## src/rtl/rx_msync_pkg.sv

```systemverilog
package rx_msync_pkg;

    typedef enum logic [1:0] {
        ROLE_NONE   = 2'd0,
        ROLE_MASTER = 2'd1,
        ROLE_SLAVE  = 2'd2
    } sync_role_e;

    // Sync event and datapath reset, as produced together by the detector.
    typedef struct packed {
        logic evt;
        logic dp_rst;
    } sync_ctl_t;

    function automatic sync_role_e pick_role(input logic master, input logic slave);
        if (master)     return ROLE_MASTER;
        else if (slave) return ROLE_SLAVE;
        else            return ROLE_NONE;
    endfunction

    function automatic int unsigned data_ch_count(input logic four, input int unsigned max_ch);
        return (four && max_ch >= 4) ? 4 : 2;
    endfunction

endpackage

```

## src/rtl/msync_pulse_gen.sv

```systemverilog
module msync_pulse_gen
    import rx_msync_pkg::*;
(
    input  logic       clk,
    input  logic       rst,
    input  logic       rx_run,
    input  sync_role_e role,
    input  logic       host_sync_wr,
    output logic       pulse_o
);
    logic req_q;

    // Request bit: set by a host write in master role, cleared one cycle later.
    always_ff @(posedge clk) begin
        if (rst || !rx_run || role != ROLE_MASTER) begin
            req_q <= 1'b0;
        end else if (req_q) begin
            req_q <= 1'b0;
        end else if (host_sync_wr) begin
            req_q <= 1'b1;
        end
    end

    assign pulse_o = req_q;
endmodule

```

## src/rtl/msync_edge_det.sv

```systemverilog
module msync_edge_det
    import rx_msync_pkg::*;
#(
    parameter int unsigned SYNC_STAGES = 2
) (
    input  logic       clk,
    input  logic       rst,
    input  logic       rx_run,
    input  sync_role_e role,
    input  logic       src_i,
    output sync_ctl_t  ctl_o
);
    logic [SYNC_STAGES-1:0] sync_q;
    logic                   prev_q;
    logic                   active;
    logic                   dp_rst_q;

    assign active = rx_run && (role != ROLE_NONE);

    always_ff @(posedge clk) begin
        if (rst || !active) begin
            sync_q <= '0;
            prev_q <= 1'b0;
        end else begin
            sync_q <= {sync_q[SYNC_STAGES-2:0], src_i};
            prev_q <= sync_q[SYNC_STAGES-1];
        end
    end

    assign ctl_o.evt = active && sync_q[SYNC_STAGES-1] && !prev_q;

    always_ff @(posedge clk) begin
        if (rst) begin
            dp_rst_q <= 1'b1;
        end else begin
            dp_rst_q <= !rx_run || ctl_o.evt;
        end
    end

    assign ctl_o.dp_rst = dp_rst_q;
endmodule

```

## src/rtl/msync_counter.sv

```systemverilog
module msync_counter #(
    parameter int unsigned COUNT_W = 32
) (
    input  logic               clk,
    input  logic               rst,
    input  logic               rx_run,
    input  logic               clr,
    input  logic               strobe,
    output logic [COUNT_W-1:0] cnt_o
);
    logic [COUNT_W-1:0] cnt_q;

    always_ff @(posedge clk) begin
        if (rst || !rx_run || clr) begin
            cnt_q <= '0;
        end else if (strobe) begin
            cnt_q <= cnt_q + COUNT_W'(1);
        end
    end

    assign cnt_o = cnt_q;
endmodule

```

## src/rtl/msync_framer.sv

```systemverilog
module msync_framer
    import rx_msync_pkg::*;
#(
    parameter int unsigned SAMPLE_W    = 16,
    parameter int unsigned MAX_DATA_CH = 4,
    parameter int unsigned TAG_W       = 3
) (
    input  logic                            clk,
    input  logic                            rst,
    input  logic                            rx_run,
    input  logic                            count_en,
    input  logic                            four_ch,
    input  logic                            strobe,
    input  logic [2*SAMPLE_W-1:0]           cnt_i,
    input  logic [MAX_DATA_CH*SAMPLE_W-1:0] data_i,
    input  logic [MAX_DATA_CH*SAMPLE_W-1:0] data_q,
    output logic                            out_valid,
    output logic [TAG_W-1:0]                out_tag,
    output logic [SAMPLE_W-1:0]             out_i,
    output logic [SAMPLE_W-1:0]             out_q
);
    localparam int unsigned NSLOT = MAX_DATA_CH + 1;

    logic [SAMPLE_W-1:0] ld_i   [NSLOT];
    logic [SAMPLE_W-1:0] ld_q   [NSLOT];
    logic [SAMPLE_W-1:0] slot_i [NSLOT];
    logic [SAMPLE_W-1:0] slot_q [NSLOT];
    logic                busy_q;
    logic [TAG_W-1:0]    idx_q;
    logic [TAG_W-1:0]    last_q;
    logic [TAG_W-1:0]    last_d;

    // Slot loading: counter in slot 0 when counting, otherwise data from slot 0.
    for (genvar s = 0; s < NSLOT; s++) begin : g_slot
        if (s == 0) begin : g_first
            assign ld_i[s] = count_en ? cnt_i[2*SAMPLE_W-1:SAMPLE_W] : data_i[SAMPLE_W-1:0];
            assign ld_q[s] = count_en ? cnt_i[SAMPLE_W-1:0]          : data_q[SAMPLE_W-1:0];
        end else if (s < MAX_DATA_CH) begin : g_mid
            assign ld_i[s] = count_en ? data_i[(s-1)*SAMPLE_W +: SAMPLE_W] : data_i[s*SAMPLE_W +: SAMPLE_W];
            assign ld_q[s] = count_en ? data_q[(s-1)*SAMPLE_W +: SAMPLE_W] : data_q[s*SAMPLE_W +: SAMPLE_W];
        end else begin : g_tail
            assign ld_i[s] = count_en ? data_i[(s-1)*SAMPLE_W +: SAMPLE_W] : '0;
            assign ld_q[s] = count_en ? data_q[(s-1)*SAMPLE_W +: SAMPLE_W] : '0;
        end
    end

    assign last_d = TAG_W'(data_ch_count(four_ch, MAX_DATA_CH)) - TAG_W'(count_en ? 0 : 1);

    always_ff @(posedge clk) begin
        if (rst || !rx_run) begin
            busy_q <= 1'b0;
            idx_q  <= '0;
            last_q <= '0;
        end else if (strobe) begin
            busy_q <= 1'b1;
            idx_q  <= '0;
            last_q <= last_d;
        end else if (busy_q) begin
            if (idx_q == last_q) begin
                busy_q <= 1'b0;
                idx_q  <= '0;
            end else begin
                idx_q <= idx_q + TAG_W'(1);
            end
        end
    end

    always_ff @(posedge clk) begin
        if (rst) begin
            for (int s = 0; s < NSLOT; s++) begin
                slot_i[s] <= '0;
                slot_q[s] <= '0;
            end
        end else if (rx_run && strobe) begin
            for (int s = 0; s < NSLOT; s++) begin
                slot_i[s] <= ld_i[s];
                slot_q[s] <= ld_q[s];
            end
        end
    end

    always_comb begin
        out_i = '0;
        out_q = '0;
        for (int s = 0; s < NSLOT; s++) begin
            if (idx_q == TAG_W'(s)) begin
                out_i = slot_i[s];
                out_q = slot_q[s];
            end
        end
    end

    assign out_valid = busy_q;
    assign out_tag   = idx_q;
endmodule

```

## src/rtl/rx_msync_top.sv

```systemverilog
module rx_msync_top
    import rx_msync_pkg::*;
#(
    parameter int unsigned SAMPLE_W    = 16,
    parameter int unsigned MAX_DATA_CH = 4,
    localparam int unsigned COUNT_W    = 2 * SAMPLE_W,
    localparam int unsigned TAG_W      = $clog2(MAX_DATA_CH + 1)
) (
    input  logic                            clk,
    input  logic                            rst,
    input  logic                            rx_run,
    input  logic                            cfg_master,
    input  logic                            cfg_slave,
    input  logic                            cfg_count_en,
    input  logic                            cfg_four_ch,
    input  logic                            host_sync_wr,
    input  logic                            smp_strobe,
    input  logic [MAX_DATA_CH*SAMPLE_W-1:0] smp_i_in,
    input  logic [MAX_DATA_CH*SAMPLE_W-1:0] smp_q_in,
    input  logic                            sync_pin_in,
    output logic                            sync_pin_out,
    output logic                            sync_pin_oe,
    output logic                            dp_rst,
    output logic                            out_valid,
    output logic [TAG_W-1:0]                out_tag,
    output logic [SAMPLE_W-1:0]             out_i,
    output logic [SAMPLE_W-1:0]             out_q
);
    sync_role_e         role;
    logic               pulse;
    logic               sync_src;
    logic               sync_evt;
    sync_ctl_t          ctl;
    logic [COUNT_W-1:0] cnt_q;

    assign role = pick_role(cfg_master, cfg_slave);

    msync_pulse_gen u_pulse (
        .clk          (clk),
        .rst          (rst),
        .rx_run       (rx_run),
        .role         (role),
        .host_sync_wr (host_sync_wr),
        .pulse_o      (pulse)
    );

    // Master feeds its own pulse through the same pipeline a slave uses.
    assign sync_src = (role == ROLE_MASTER) ? pulse : sync_pin_in;

    msync_edge_det #(.SYNC_STAGES(2)) u_det (
        .clk    (clk),
        .rst    (rst),
        .rx_run (rx_run),
        .role   (role),
        .src_i  (sync_src),
        .ctl_o  (ctl)
    );

    assign sync_evt = ctl.evt;
    assign dp_rst   = ctl.dp_rst;

    msync_counter #(.COUNT_W(COUNT_W)) u_cnt (
        .clk    (clk),
        .rst    (rst),
        .rx_run (rx_run),
        .clr    (sync_evt),
        .strobe (smp_strobe),
        .cnt_o  (cnt_q)
    );

    msync_framer #(
        .SAMPLE_W    (SAMPLE_W),
        .MAX_DATA_CH (MAX_DATA_CH),
        .TAG_W       (TAG_W)
    ) u_frm (
        .clk       (clk),
        .rst       (rst),
        .rx_run    (rx_run),
        .count_en  (cfg_count_en),
        .four_ch   (cfg_four_ch),
        .strobe    (smp_strobe),
        .cnt_i     (cnt_q),
        .data_i    (smp_i_in),
        .data_q    (smp_q_in),
        .out_valid (out_valid),
        .out_tag   (out_tag),
        .out_i     (out_i),
        .out_q     (out_q)
    );

    assign sync_pin_out = pulse;
    assign sync_pin_oe  = (role == ROLE_MASTER);
endmodule

```

## config.mk

```make
export PLATFORM = sky130hd
export DESIGN_NAME = rx_msync_top
export DESIGN_NICKNAME = d
export VERILOG_FILES = /design/src/rtl/rx_msync_pkg.sv /design/src/rtl/msync_pulse_gen.sv /design/src/rtl/msync_edge_det.sv /design/src/rtl/msync_counter.sv /design/src/rtl/msync_framer.sv /design/src/rtl/rx_msync_top.sv
export SDC_FILE = /design/constraint.sdc
export NUM_CORES = 1
export LEC_CHECK = 0
export BUFFER_PORTS_ARGS = -buffer_cell sky130_fd_sc_hd__buf_2
export CORE_UTILIZATION = 55
export CTS_BUF_LIST = sky130_fd_sc_hd__clkbuf_4
export DETAILED_ROUTE_END_ITERATION = 10
export PLACE_DENSITY = 0.79
export SYNTH_ARGS = -nofsm -noshare
export SYNTH_HDL_FRONTEND = slang
export SYNTH_SLANG_ARGS = --single-unit
```

## constraint.sdc

```tcl
create_clock -name clk -period 7.3 [get_ports clk]
set_input_delay 1.095 -clock clk [delete_from_list [all_inputs] [get_ports clk]]
set_output_delay 1.095 -clock clk [all_outputs]
set_load 0.005 [all_outputs]
```

======== Word-level counts from Yosys, hierarchy flattened ========
Memory sizes are Yosys's and may differ from the RTL's.
Index checks and enable logic that the tools add are counted.
Widths: inputs -> output; s select.
storage, ports and cells
  register bits after elaboration ......... 44
  latch bits .............................. 0
  RAM bits ................................ 160
  ROM bits ................................ 0
  input bits .............................. 138
  output and inout port bits .............. 39
  word-level logic and storage cells ...... 91
  memories kept ........................... 2
memories
  name          words  width  rd ports  clocked after Yosys merged registers in  write ports  line                text
  u_frm.slot_i  5      16     5         0                                        5            msync_framer.sv:26  logic [SAMPLE_W-1:0] slot_i [NSLOT];
  u_frm.slot_q  5      16     5         0                                        5            msync_framer.sv:27  logic [SAMPLE_W-1:0] slot_q [NSLOT];
operators by class
  add/sub/neg operators ................... 3
  $mul .................................... 0
  div/mod/pow operators ................... 0
  $lt $le $gt $ge ......................... 0
  equal/unequal tests ..................... 7
  shift-type cells ........................ 0
  multiplexer cells ....................... 45
  bitwise logic cells ..................... 10
  reduce and logical (&&, ||, !) cells .... 16
operators with widths
  kind                   count
  $mux 16                30
  $add 32x1->32 const B  1
  $mux 1                 11
  $or 1x1->1             10
  $eq 3x2->1 const B     2
  $mux 3                 2
  $logic_or 1x1->1       5
  $logic_and 1x1->1      4
  $mux 2                 2
  $reduce_or 2->1        2
  $add 3x1->3 const B    1
  $eq 3x1->1 const B     1
  $eq 3x3->1             1
  $eq 3x3->1 const B     1
  $logic_not 1->1        3
  $logic_not 3->1        1
  $sub 3x3->3            1
  $eq 2x1->1 const B     1
  $ne 2x1->1 const B     1
  $reduce_bool 2->1      1

======== Logic depth before layout (Yosys ltp) ========
  word-level depth ........................ 7
  depth in mapped cells ................... 8
  mapped depth without buffers ............ 6

======== By module ========
Synthesis repeated with hierarchy kept, for this count alone.
second synthesis, totals
  cells, all modules ...................... 852
  area, all modules ....................... 9957.0 µm²
modules (own cells, without submodules)
  module           times used  cells each  area each (µm²)  seq. area each (µm²)
  msync_framer     1           653         8211.6           4944.7
  msync_counter    1           180         1521.5           640.6
  msync_edge_det   1           13          152.6            80.1
  msync_pulse_gen  1           3           43.8             20.0
  rx_msync_top     1           3           27.5             0.0

======== Worst setup path before layout ========
OpenSTA, ideal clock, no wires.
  path kind ............................... input -> register
  start ................................... input smp_strobe
  end ..................................... memory u_frm.slot_i[0][0], enable pin
  setup time .............................. 520 ps
  arrival time ............................ 4898 ps
  data required time ...................... 6780 ps
  slack ................................... 1882 ps
  stages on the path ...................... 3
  path buffers ............................ 2
  cell sequence ........................... buf_2 buf_1 a21o_1
RTL lines
  item             line                text
  start, declared  rx_msync_top.sv:17  input logic smp_strobe,
  end, declared    msync_framer.sv:26

======== Final worst setup path ========
  start ................................... register u_frm.idx_q[1] (netlist: u_frm.out_tag[1])
  end ..................................... output out_q[14]
on the way
  word-level cells in the longest chain between the ends .. 6
  elaborated cells on any way between the ends .. 10
  classes of those cells .................. 4 x eq/ne; 5 x mux; 1 x reduce/logical
RTL lines
  item                    line                text
  start, declared         msync_framer.sv:29  logic [TAG_W-1:0] idx_q;
  start signal, assigned  msync_framer.sv:63  idx_q <= idx_q + TAG_W'(1);
  $logic_not 3->1         msync_framer.sv:86  if (idx_q == TAG_W'(s)) begin
  $mux 16 (4 in a row)    msync_framer.sv:86
  $mux 16 (*)             msync_framer.sv:86
  end, declared           rx_msync_top.sv:27  output logic [SAMPLE_W-1:0] out_q
Every way passes the cells marked *; elsewhere a longest branch is shown, timed or not.

==> results.yml <==
outcome:
  status: "finished, final reports clean"
finish:
  synthToLayoutAreaGrowth_pct: 17.83
  fill_cells: 1316
  drive_gt1_share_pct: 27.49
  fin_nets: 1129
  final_cell_area_um2: 11230
routing:
  avgViaCountPerCell: 5.972
  wl_per_cell_um: 18.28
  drc_errors: 0
  routed_wl_mm: 22.83
  drtPass1Iterations: 5
  ant_nets: 0
  drt_iter0_drc: 650
  via_count: 7459
power_and_ir_drop:
  clkPwrFrac_pct: 39.5
  leakagePower_nw: 4.293
  power_density_nw_per_um2: 225.2
  peakVddDrop_mv: 0.1294
  swShare_pct: 22.52
  pwr-share-comb_pct: 7.0
  p_total_mw: 2.529
  intPower_mw: 1.959
  seqPwrFrac_pct: 53.5
  switching_power_mw: 0.5695
logic_synthesis:
  syn_nets: 961
  ys_ff_latch: 204
  ys_seq_area_share_pct: 59.66
  yosysTopAreaCell: "edfxtp_1"
  synth_top_area_share_pct: 50.41
  ys_top_cells_by_area: "edfxtp_1, a22o_1, dfxtp_1, nand2_1, a221oi_1"
  synthArstFlopShare_pct: 0
  syn_area_um2: 9530
  yosys_warnings: 0
  yosysMostFrequentCell: "edfxtp_1"
  ys_types: 37
  postSynthAreaPerCell_um2: 11.68
  synthCells: 816
  ys.flop_type: "edfxtp_1"
  synth-edff-count: 160
  synth_common_cells: "edfxtp_1, a22o_1, nand2_1"
die:
  core-area_um2: 16760
  die-height_um: 133.6
  start_util_pct: 56.86
  dieArea_um2: 17860
  pin_count: 177
  row_count: 47
  die_x_um: 133.6
job:
  drv_cap: 0
place:
  place_congestion: 0.8058
  place_ws_ps: 3755
  placed_area_um2: 10530
  port_buffers: 176
  hpwl_mm: 14.53
global_route:
  antenna_found_initial: 3
  grt_pass1_wl_mm: 36.17
  overflow: 0
  globalRouteTotalUtil_pct: 25.90
  grt_pass1_vias: 7178
  grt_max_degree: 97
sta:
  period_share_pct: 56.58
  hold_viol_final: 0
  rsz0062_at_grt: "false"
  min_period_ps: 4131
  hold_slack_ps: 448.0
  tns_ps: 0
  timing.slew.headroom_pct: 25.34
  finClkSkew_ps: 29.37
  tightestPinTransition_ps: 1120
  finalSetupViolCount: 0
  worst_slack_ps: 3169
  drv_slew: 0
  fmax_mhz: 242.1
min_path:
  hold-path-endpoint: "u_pulse.pulse_o"
  hold_depth: 1
  hold_path_startpoint: "u_pulse.pulse_o"
  hp-class: "flop to flop"
cts:
  cts.sinks: 204
  clk_pin_slew_ps: 60
  tritoncts: "built"
  cts_buffers: 51
  clock_path_buffers: 3
  ctsRootBufferMaster: "clkbuf_4"
  cts.hold.buffers_added: 0
  post_cts_resized: 0
  cts_setup_buffers: 0
  htree_levels: 2
  clk_latency_ps: 660
critical_path:
  crit_path_max_incr_delay_ps: 760
  worstRegToRegCells: 5
  r2r_start: "u_cnt.cnt_o[1]"
  criticalPathCategory: "flop to output pin"
  crit_chain: "inv_1 -> ha_1 -> nor2b_4 -> a221oi_1 -> o31a_1 -> o21ai_0 -> buf_2"
  endpoint_kind: "output pin"
  crit_fanout: 32
  rr_endpoint: "u_cnt.cnt_o[22]"
  cp_slowest_cell: "nor2b_4"
  worst_setup_path_start_kind: "flop"
  worstPathArrival_ps: 3040
  critPathRequiredTime_ps: 6200
  rrSetupSlack_ps: 4780
-- registers in the layout, indices dropped and copies added (netlist names) --
register         cells
u_frm.out_valid      1
u_frm.slot_i        80
u_det.prev_q         1
u_pulse.pulse_o      1
u_frm.last_q         3
u_cnt.cnt_o         32
u_det.sync_q         2
u_det.dp_rst_q       1
u_frm.out_tag        3
u_frm.slot_q        80
-- critical path: cells and delay by family, from the launching register on --
kind / cells / cell delay (ps)
AO/OA/AOI/OAI: 3 / 770
adder cells (fa/ha/maj): 1 / 190
buffers and inverters: 2 / 320
flip-flops: 1 / 360
AND/OR/NAND/NOR: 1 / 760
-- power by group through the flow --
stage / clock, mW / combinational [mW] / sequential [mW]
after floorplan: 0 / 0.0874 / 1.38
final: 1.00 / 0.176 / 1.35
after detailed placement: 0 / 0.175 / 1.38
after global placement: 0 / 0.173 / 1.37
after global routing: 1.07 / 0.191 / 1.36
after CTS: 1.01 / 0.176 / 1.35
-- cells in the final DEF (no fill, tap or decap), types with 8 or more instances in the layout --
master    count
and2_1       33
or4_1        11
or3_1        10
o31a_1       32
dfxtp_1      44
mux2i_1       8
a22o_1      128
clkbuf_4     83
a21oi_1      19
nand4_1      12
o21ai_0      41
nand3_1      11
clkinv_1      9
nor2_1       51
nand2_1      83
a221oi_1     32
edfxtp_1    160
buf_2       176
-- through the flow --
step / util (%) / cells
CTS: 66.96 / 1246
finish: 67.00 / 1249
global route: 67.00 / 1249
floorplan: - / 816
detailed placement: 62.81 / 1151
global placement: 62.81 / 1151
-- per-layer routing --
layer	track usage, %	wire length (um)	part of all wire [%]	vias up
met5	0	0	0	-
met4	11.30	461	2.0	0
li1	-	-	-	3548
met2	41.64	10940	48	313
met1	34.63	9781	43	3563
met3	4.528	1652	7.2	35
-- logic make-up after synthesis --
group	share of synthesized area, %
AOI/OAI and AO/OA	21.66
and+or+nand+nor	12.81
DFF	59.66
buffers and inverters	2.914
xor gates and xnor gates	1.195
muxes	0.8403
adders and majority gates	0.9190
-- worst max-delay path by stage --
stage | startpoint | endpoint | slack [ps] | depth (start not counted)
2_1_floorplan | smp_strobe | u_frm.slot_i[0][0] | 1880 | 3
3_3_place_gp | u_frm.out_tag[0] | out_q[14] | 3830 | 6
3_5_place_dp | u_frm.out_tag[1] | out_q[14] | 3760 | 7
4_1_cts | u_frm.out_tag[0] | out_q[14] | 3070 | 6
5_1_grt | u_frm.out_tag[1] | out_q[14] | 2980 | 7
6_report | u_frm.out_tag[1] | out_q[14] | 3170 | 7
-- final cells by class --
type,instances,area (um2),share of cell area (%)
clock buffer,83,623.1,5.549
timing repair buffer,183,933.4,8.312
multi-input combinational,539,3613,32.18
clock inverter,12,72.57,0.6462
sequential,204,5685,50.63
tap,220,275.3,2.451
antenna,3,7.507,0.06685
inverter,5,18.77,0.1671
Power figures use the tool's default switching activity.
